`config.mk`:
```
export PLATFORM = sky130hd
export DESIGN_NAME = timer_clk_sel
export DESIGN_NICKNAME = d
export VERILOG_FILES = /design/src/rtl/tck_pkg.sv /design/src/rtl/tck_prescaler.sv /design/src/rtl/tck_edge_sync.sv /design/src/rtl/tck_src_mux.sv /design/src/rtl/timer_clk_sel.sv
export SDC_FILE = /design/constraint.sdc
export NUM_CORES = 1
export LEC_CHECK = 0
export ABC_AREA = 1
export BUFFER_PORTS_ARGS = -buffer_cell sky130_fd_sc_hd__buf_2
export CORE_AREA = 3 3 40 42
export CTS_CLUSTER_DIAMETER = 50
export DETAILED_ROUTE_END_ITERATION = 10
export DIE_AREA = 0 0 43 45
export PLACE_DENSITY = 0.71
export RECOVER_POWER = 25
export SKIP_CTS_REPAIR_TIMING = 1
export SLEW_MARGIN = 20
export SYNTH_ARGS = -nofsm -noshare
export SYNTH_HDL_FRONTEND = slang
export SYNTH_SLANG_ARGS = --single-unit
export TNS_END_PERCENT = 5
```
`constraint.sdc`:
```
create_clock -name clk -period 1.45 [get_ports clk]
set_input_delay 0.0725 -clock clk [delete_from_list [all_inputs] [get_ports clk]]
set_output_delay 0.0725 -clock clk [all_outputs]
set_load 0.01 [all_outputs]
```
`src/rtl/tck_pkg.sv`:
```
package tck_pkg;
  // Source chosen for the count-enable strobe
  typedef enum logic [1:0] {
    SRC_SLOW = 2'd0,
    SRC_FAST = 2'd1,
    SRC_ALT  = 2'd2,
    SRC_PIN  = 2'd3
  } src_t;

  localparam int NUM_SRC = 4;
  localparam int NUM_DIV = 3;
endpackage

```
`src/rtl/tck_prescaler.sv`:
```
module tck_prescaler #(
  parameter int DIV = 12
) (
  input  logic clk,
  input  logic rst_n,
  output logic tick
);
  localparam int W = (DIV > 2) ? $clog2(DIV) : 1;
  localparam logic [W-1:0] LAST = W'(DIV - 1);

  logic [W-1:0] cnt;

  always_ff @(posedge clk) begin
    if (!rst_n) begin
      cnt  <= '0;
      tick <= 1'b0;
    end else begin
      tick <= (cnt == LAST);
      cnt  <= (cnt == LAST) ? '0 : cnt + 1'b1;
    end
  end

  // tick follows the wrap, so the counter is back at zero whenever it is high
  AST_TICK_AT_WRAP: assert property (@(posedge clk) disable iff (!rst_n)
    tick |-> (cnt == '0));
  AST_TICK_SINGLE: assert property (@(posedge clk) disable iff (!rst_n)
    tick |=> !tick);
endmodule

```
`src/rtl/tck_edge_sync.sv`:
```
module tck_edge_sync #(
  parameter int STAGES = 2
) (
  input  logic clk,
  input  logic rst_n,
  input  logic pin,
  output logic fall
);
  // s[STAGES-1] is the synchronized level, s[STAGES] its previous value
  logic [STAGES:0] s;

  always_ff @(posedge clk) begin
    if (!rst_n) begin
      s    <= '0;
      fall <= 1'b0;
    end else begin
      s    <= {s[STAGES-1:0], pin};
      fall <= s[STAGES] & ~s[STAGES-1];
    end
  end

  AST_FALL_SEEN: assert property (@(posedge clk) disable iff (!rst_n)
    (s[STAGES] && !s[STAGES-1]) |=> fall);
  AST_FALL_NOT_RISE: assert property (@(posedge clk) disable iff (!rst_n)
    fall |-> !s[STAGES]);
endmodule

```
`src/rtl/tck_src_mux.sv`:
```
module tck_src_mux
  import tck_pkg::*;
(
  input  logic               ct_sel,
  input  logic               speed_sel,
  input  logic               alt_div_en,
  input  logic [NUM_SRC-1:0] pulses,
  output src_t               src,
  output logic               sel_pulse
);
  always_comb begin
    if (ct_sel) begin
      src = alt_div_en ? SRC_ALT : SRC_PIN;
    end else begin
      src = speed_sel ? SRC_FAST : SRC_SLOW;
    end
    sel_pulse = pulses[src];
  end
endmodule

```
`src/rtl/timer_clk_sel.sv`:
```
module timer_clk_sel
  import tck_pkg::*;
#(
  parameter int DIV_SLOW    = 12,
  parameter int DIV_FAST    = 4,
  parameter int DIV_ALT     = 13,
  parameter int SYNC_STAGES = 2
) (
  input  logic clk,
  input  logic rst_n,
  input  logic ct_sel,
  input  logic speed_sel,
  input  logic alt_div_en,
  input  logic ext_pin,
  output logic count_en
);
  function automatic int div_of(input int idx);
    case (idx)
      0:       return DIV_SLOW;
      1:       return DIV_FAST;
      default: return DIV_ALT;
    endcase
  endfunction

  logic [NUM_SRC-1:0] pulses;
  src_t               src;
  logic               sel_pulse;

  // One free-running divider per internal source, index equal to src_t code
  for (genvar i = 0; i < NUM_DIV; i++) begin : g_div
    tck_prescaler #(.DIV(div_of(i))) u_div (
      .clk  (clk),
      .rst_n(rst_n),
      .tick (pulses[i])
    );
  end

  tck_edge_sync #(.STAGES(SYNC_STAGES)) u_pin (
    .clk  (clk),
    .rst_n(rst_n),
    .pin  (ext_pin),
    .fall (pulses[SRC_PIN])
  );

  tck_src_mux u_mux (
    .ct_sel    (ct_sel),
    .speed_sel (speed_sel),
    .alt_div_en(alt_div_en),
    .pulses    (pulses),
    .src       (src),
    .sel_pulse (sel_pulse)
  );

  // Output register with a one-cycle lockout: a source switch cannot merge two strobes
  always_ff @(posedge clk) begin
    if (!rst_n) count_en <= 1'b0;
    else        count_en <= sel_pulse & ~count_en;
  end

  AST_EN_ONE_WIDE: assert property (@(posedge clk) disable iff (!rst_n)
    count_en |=> !count_en);
  AST_EN_HAS_SOURCE: assert property (@(posedge clk) disable iff (!rst_n)
    count_en |-> $past(sel_pulse));
  AST_ALT_NEEDS_CT: assert property (@(posedge clk) disable iff (!rst_n)
    (src == SRC_ALT) |-> (ct_sel && alt_div_en));
  AST_RESET_QUIET: assert property (@(posedge clk)
    !rst_n |=> !count_en);
endmodule

```
# Word-level counts from Yosys, hierarchy flattened
# Cells that the tools add are included.
[totals]
reg_bits = 18
input_bits = 6
out_inout_bits = 1
elab_cells = 29
[op_classes]
n_addsub = 3
order_cmp = 1
n_eq_ne = 3
muxes = 5
bitwise = 5
reduce_logical = 3
[ops]
columns = ["op", "count"]
rows = [
  ["adder 4 x 1 -> 4 bit, second input constant", 2],
  ["equality test 4 bit, second input constant", 2],
  ["OR reduction 2 bit", 3],
  ["< comparator 2 x 3 -> 1 bit, second input constant", 1],
  ["two-way mux 1 bit", 3],
  ["NOT 1 bit", 3],
  ["adder 2 x 1 -> 2 bit, second input constant", 1],
  ["AND 1 bit", 2],
  ["binary-select mux 1 bit (select 2 bit)", 1],
  ["equality test 2 bit, second input constant", 1],
  ["two-way mux 2 bit", 1],
]

# Depth between registers and ports, before layout
[logic_depth]
depth_word = 5
mapped_depth = 5
depth_no_buf = 5

# Modules after synthesis
# From an unflattened synthesis, not the netlist that was laid out.
[hier_totals]
hier_cells = 90
hier_area_um2 = 725.7
[modules_own_cells]
columns = ["module", "instances", "cells_each", "area_per_inst_um2", "seq_area_each_um2"]
rows = [
  ["tck_prescaler (g_div[2].u_div)", 1, 24, 203.9, 100.1],
  ["tck_prescaler (g_div[0].u_div)", 1, 21, 198.9, 100.1],
  ["tck_edge_sync", 1, 12, 110.1, 80.1],
  ["tck_prescaler (g_div[1].u_div)", 1, 11, 98.8, 60.1],
  ["tck_src_mux", 1, 19, 83.8, 0.0],
  ["timer_clk_sel", 1, 3, 30.0, 20.0],
]

# Least setup slack after synthesis
# No wires, ideal clock.
[synth_timing]
path_type = "flip-flop to flip-flop"
startpoint = "register g_div[2].u_div.cnt[0]"
endpoint = "register g_div[2].u_div.cnt[3]"
setup_time_ns = 0.070
t_arrival_ns = 0.863
required_time_ns = 1.380
setup_slack_ns = 0.517
path_stages_with_launch = 6
path_buffers = 0
synth_period_minus_slack_ns = 0.933
path_cell_list = "dfxtp_1 -> inv_1 -> ha_1 -> nand3_1 -> nand2_1 -> a21oi_1"
[synth_via]
elab_chain_cells = 2
word_cells_on_any_way = 3
classes_between = "add/sub (1); eq/ne (1); reduce/logical (1)"
[synth_lines]
columns = ["element", "line_no", "text"]
rows = [
  ["from (decl)", "tck_prescaler.sv:11", "logic [W-1:0] cnt;"],
  ["from (signal assigned)", "tck_prescaler.sv:19", "cnt <= (cnt == LAST) ? '0 : cnt + 1'b1;"],
  ["parallel branches: the longest is 2 deep, another holds adder 4 x 1 -> 4 bit", "-", ""],
]
# Several ways; the timed one is not identified.
# A chain may end at the register's enable or synchronous reset.

# Final worst setup path
# Same ends and word-level chain as after synthesis.

==> results.toml <==
[setup_path]
timing.critical_path.slowest_stage_cell = "dfxtp_1"
critPathLaunch = "g_div[2].u_div.cnt[0]"
timing_worst_setup_path_type = "register to register"
reg2reg_setup_slack_ns = 0.43
critPathCaptureType = "register"
cp-start-kind = "register"
r2r_endpoint = "g_div[2].u_div.cnt[3]"
timing.critical_path.arrival_ns = 1.25
worstRegToRegCells = 5
crit-reg2reg-launch = "g_div[2].u_div.cnt[0]"
critical-path-max-stage-delay_ns = 0.40
cp_data_required_time_ns = 1.67
cp_cell_sequence = "inv_1, ha_1, nand3_1, nand2_1, a21oi_1"
critPathMaxFanout = 5

[synthesis]
synth.cells.most_frequent = "dfxtp_1 (18), inv_1 (13), nand2_1 (13)"
synth.most_common_cell = "dfxtp_1"
syn_area_per_cell_um2 = 8.84
postSynthCellCount = 77
synth_async_sr_flop_share_pct = 0
synth.net_count = 87
syn-cell-area_um2 = 681
synth_largest_area_cell = "dfxtp_1"
synth-edff-count = 0
post-synth-top-area-fraction_pct = 52.9
synth-warning-count = 0
synth_top_cells_by_area = "dfxtp_1 (53%), ha_1 (7.4%), inv_1 (7.2%)"
sequential_fraction_of_the_synthesis_area_pct = 52.9
ys_dominant_reg_cell = "dfxtp_1"
synth.ff_latch_count = 18
yosys.cell_types.count = 18

[cells_and_area]
final_cell_count_no_fill = 102
insertedDiodeCount = 0
final_layout_size_suffix_gt1_share_pct = 21.8
final_net_count = 98
synthToLayoutAreaGrowth_pct = 12.3

[clock_network]
clock_net_sink_count = 18
cts-buffers-inserted = 3
clockRootBuffer = "clkbuf_4"
clk_transition_reported_paths_ns = 0.10
later_pin_clock_latency_in_the_skew_report_ns = 0.29
clock_tree_from_tritoncts = "built"
cts.path.max_buffers = 2
htreeDepth = 1

[timing]
setup_tns_ns = 0
fin_crit_share_pct = 70.5
report.final.slew_viol_count = 0
fin_worst_hold_slack_ns = 0.0790
finalClockSkew_ns = 0.00632
max_freq_mhz = 978
max_slew_margin_pct = 87.4
setup_slack_ns = 0.427
actual_slew_at_the_worst_max_slew_pin_ns = 0.189
finalCriticalPeriod_ns = 1.02
timing.final.hold_violations = 0
rsz0062_at_grt = "false"
setup_viol_count_final = 0

[hold_path]
startpoint_of_the_lowest_slack_hold_path = "rst_n"
min_delay_worst_endpoint = "u_pin.s[2]"
instance_count_along_the_most_critical_hold_path = 3
min_path_type = "input port to register"

[grt]
grt_antenna_before_repair = 0
globalRouteOverflowTotal = 0
grt_max_degree = 11
grt_first_pass_wirelength_mm = 1.56
grt_pass1_vias = 394
global_route.usage.total_pct = 11.1

[routing]
drt-total-wl_um = 918
met2_length_um = 441
drc = 0
drtAntennaViolNets = 0
highest_layer = "met3"
routed-wl-met3_um = 66
routedWlPerCell_um = 9.00
firstDrtPassIters = 2
route.vias.total = 464
initialDrtViolationCount = 4
avgViaCountPerCell = 4.55
route.layer.met1.wl_um = 410

[place]
place_ws_ns = 0.443
inst_count_dp = 97
placement.io_buffers = 6
dpl.hpwl_um = 698
rd_place_congestion = 0.692

[pwr]
total_power_mw = 0.912
power.density_mw_per_mm2 = 1190
leakage_nw = 0.366
vdd_ir_drop_max_mv = 0.932

[floorplan]
die_w_um = 43
rows = 13
die_h_um = 45
overall_die_area_mm2 = 0.00194
floorplan.io_pins = 7
core_area_mm2 = 0.00128
initial_core_util_pct = 53.0

[run]
max_cap_viols = 0

[status]
run_status = "complete, no violations"
layer usage:
| metal | global-route usage [%] | vias to the layer above |
|---|---|---|
| met3 | 5.98 | 0 |
| met5 | 0 | - |
| met1 | 13.2 | 201 |
| met2 | 17.4 | 10 |
| met4 | 3.61 | 0 |
| li1 | - | 253 |
per-stage QoR:
stage | util [%] | instance area (um^2)
4_1_cts | 58.7 | 754
6_report | 59.5 | 764
2_1_floorplan | - | 681
3_5_place_dp | 55.9 | 718
3_3_place_gp | 55.9 | 718
5_1_grt | 59.5 | 764
flip-flops by register name, summed over array words and instances, names as in the netlist:
signal            count
u_pin.fall            1
count_en              1
u_pin.s               3
g_div.u_div.cnt      10
g_div.u_div.tick      3
cells in the final DEF (no fill, tap or decap):
cell type	n
clkbuf_8	1
dfxtp_1	18
dlygate4sd3_1	1
nor2_2	3
ha_1	4
nand4_1	2
nand3_1	4
nor3_1	1
nand3_2	1
buf_2	6
nor3b_2	1
a21oi_2	1
nand2_2	1
inv_2	1
inv_1	13
clkbuf_4	3
inv_4	1
nand2_1	13
xnor2_1	2
nor2_1	8
a21oi_1	2
power by group:
group | switching, mW | internal, mW
registers | 0.0194 | 0.522
logic | 0.0372 | 0.0359
clock network | 0.144 | 0.153
total | 0.201 | 0.711
cells by family (layout without fill, tap and decap cells):
family,count (synthesis),count (layout),share of synthesized area [%]
and+or+nand+nor,34,34,24.1
DFF,18,18,52.9
buffers and inverters,16,26,10.3
adders and majority gates,4,4,7.35
AOI/OAI and AO/OA,3,3,2.76
xor gates and xnor gates,2,2,2.57
critical path, delay by kind of cell, from the launching register on:
family	cells	cell delay, ns
buffers and inverters	1	0.06
AO/OA/AOI/OAI	1	0.12
flip-flops	1	0.40
AND/OR/NAND/NOR	2	0.19
adder cells (fa/ha/maj)	1	0.18
worst max-delay path by stage:
stage,endpoint,cells after the start
CTS,g_div[2].u_div.cnt[3],5
global route,g_div[2].u_div.cnt[3],5
floorplan,g_div[2].u_div.cnt[3],5
global placement,g_div[2].u_div.cnt[3],5
detailed placement,g_div[2].u_div.cnt[3],5
finish,g_div[2].u_div.cnt[3],5
layout make-up:
| type | instances | area (um^2) |
|---|---|---|
| inverter | 15 | 58.8 |
| tap | 15 | 18.8 |
| multi-input combinational | 43 | 250 |
| fill | 130 | 520 |
| clock buffer | 4 | 36.3 |
| timing repair buffer | 7 | 40.0 |
| sequential | 18 | 360 |
Note: power is estimated with default switching activity, not from simulation.
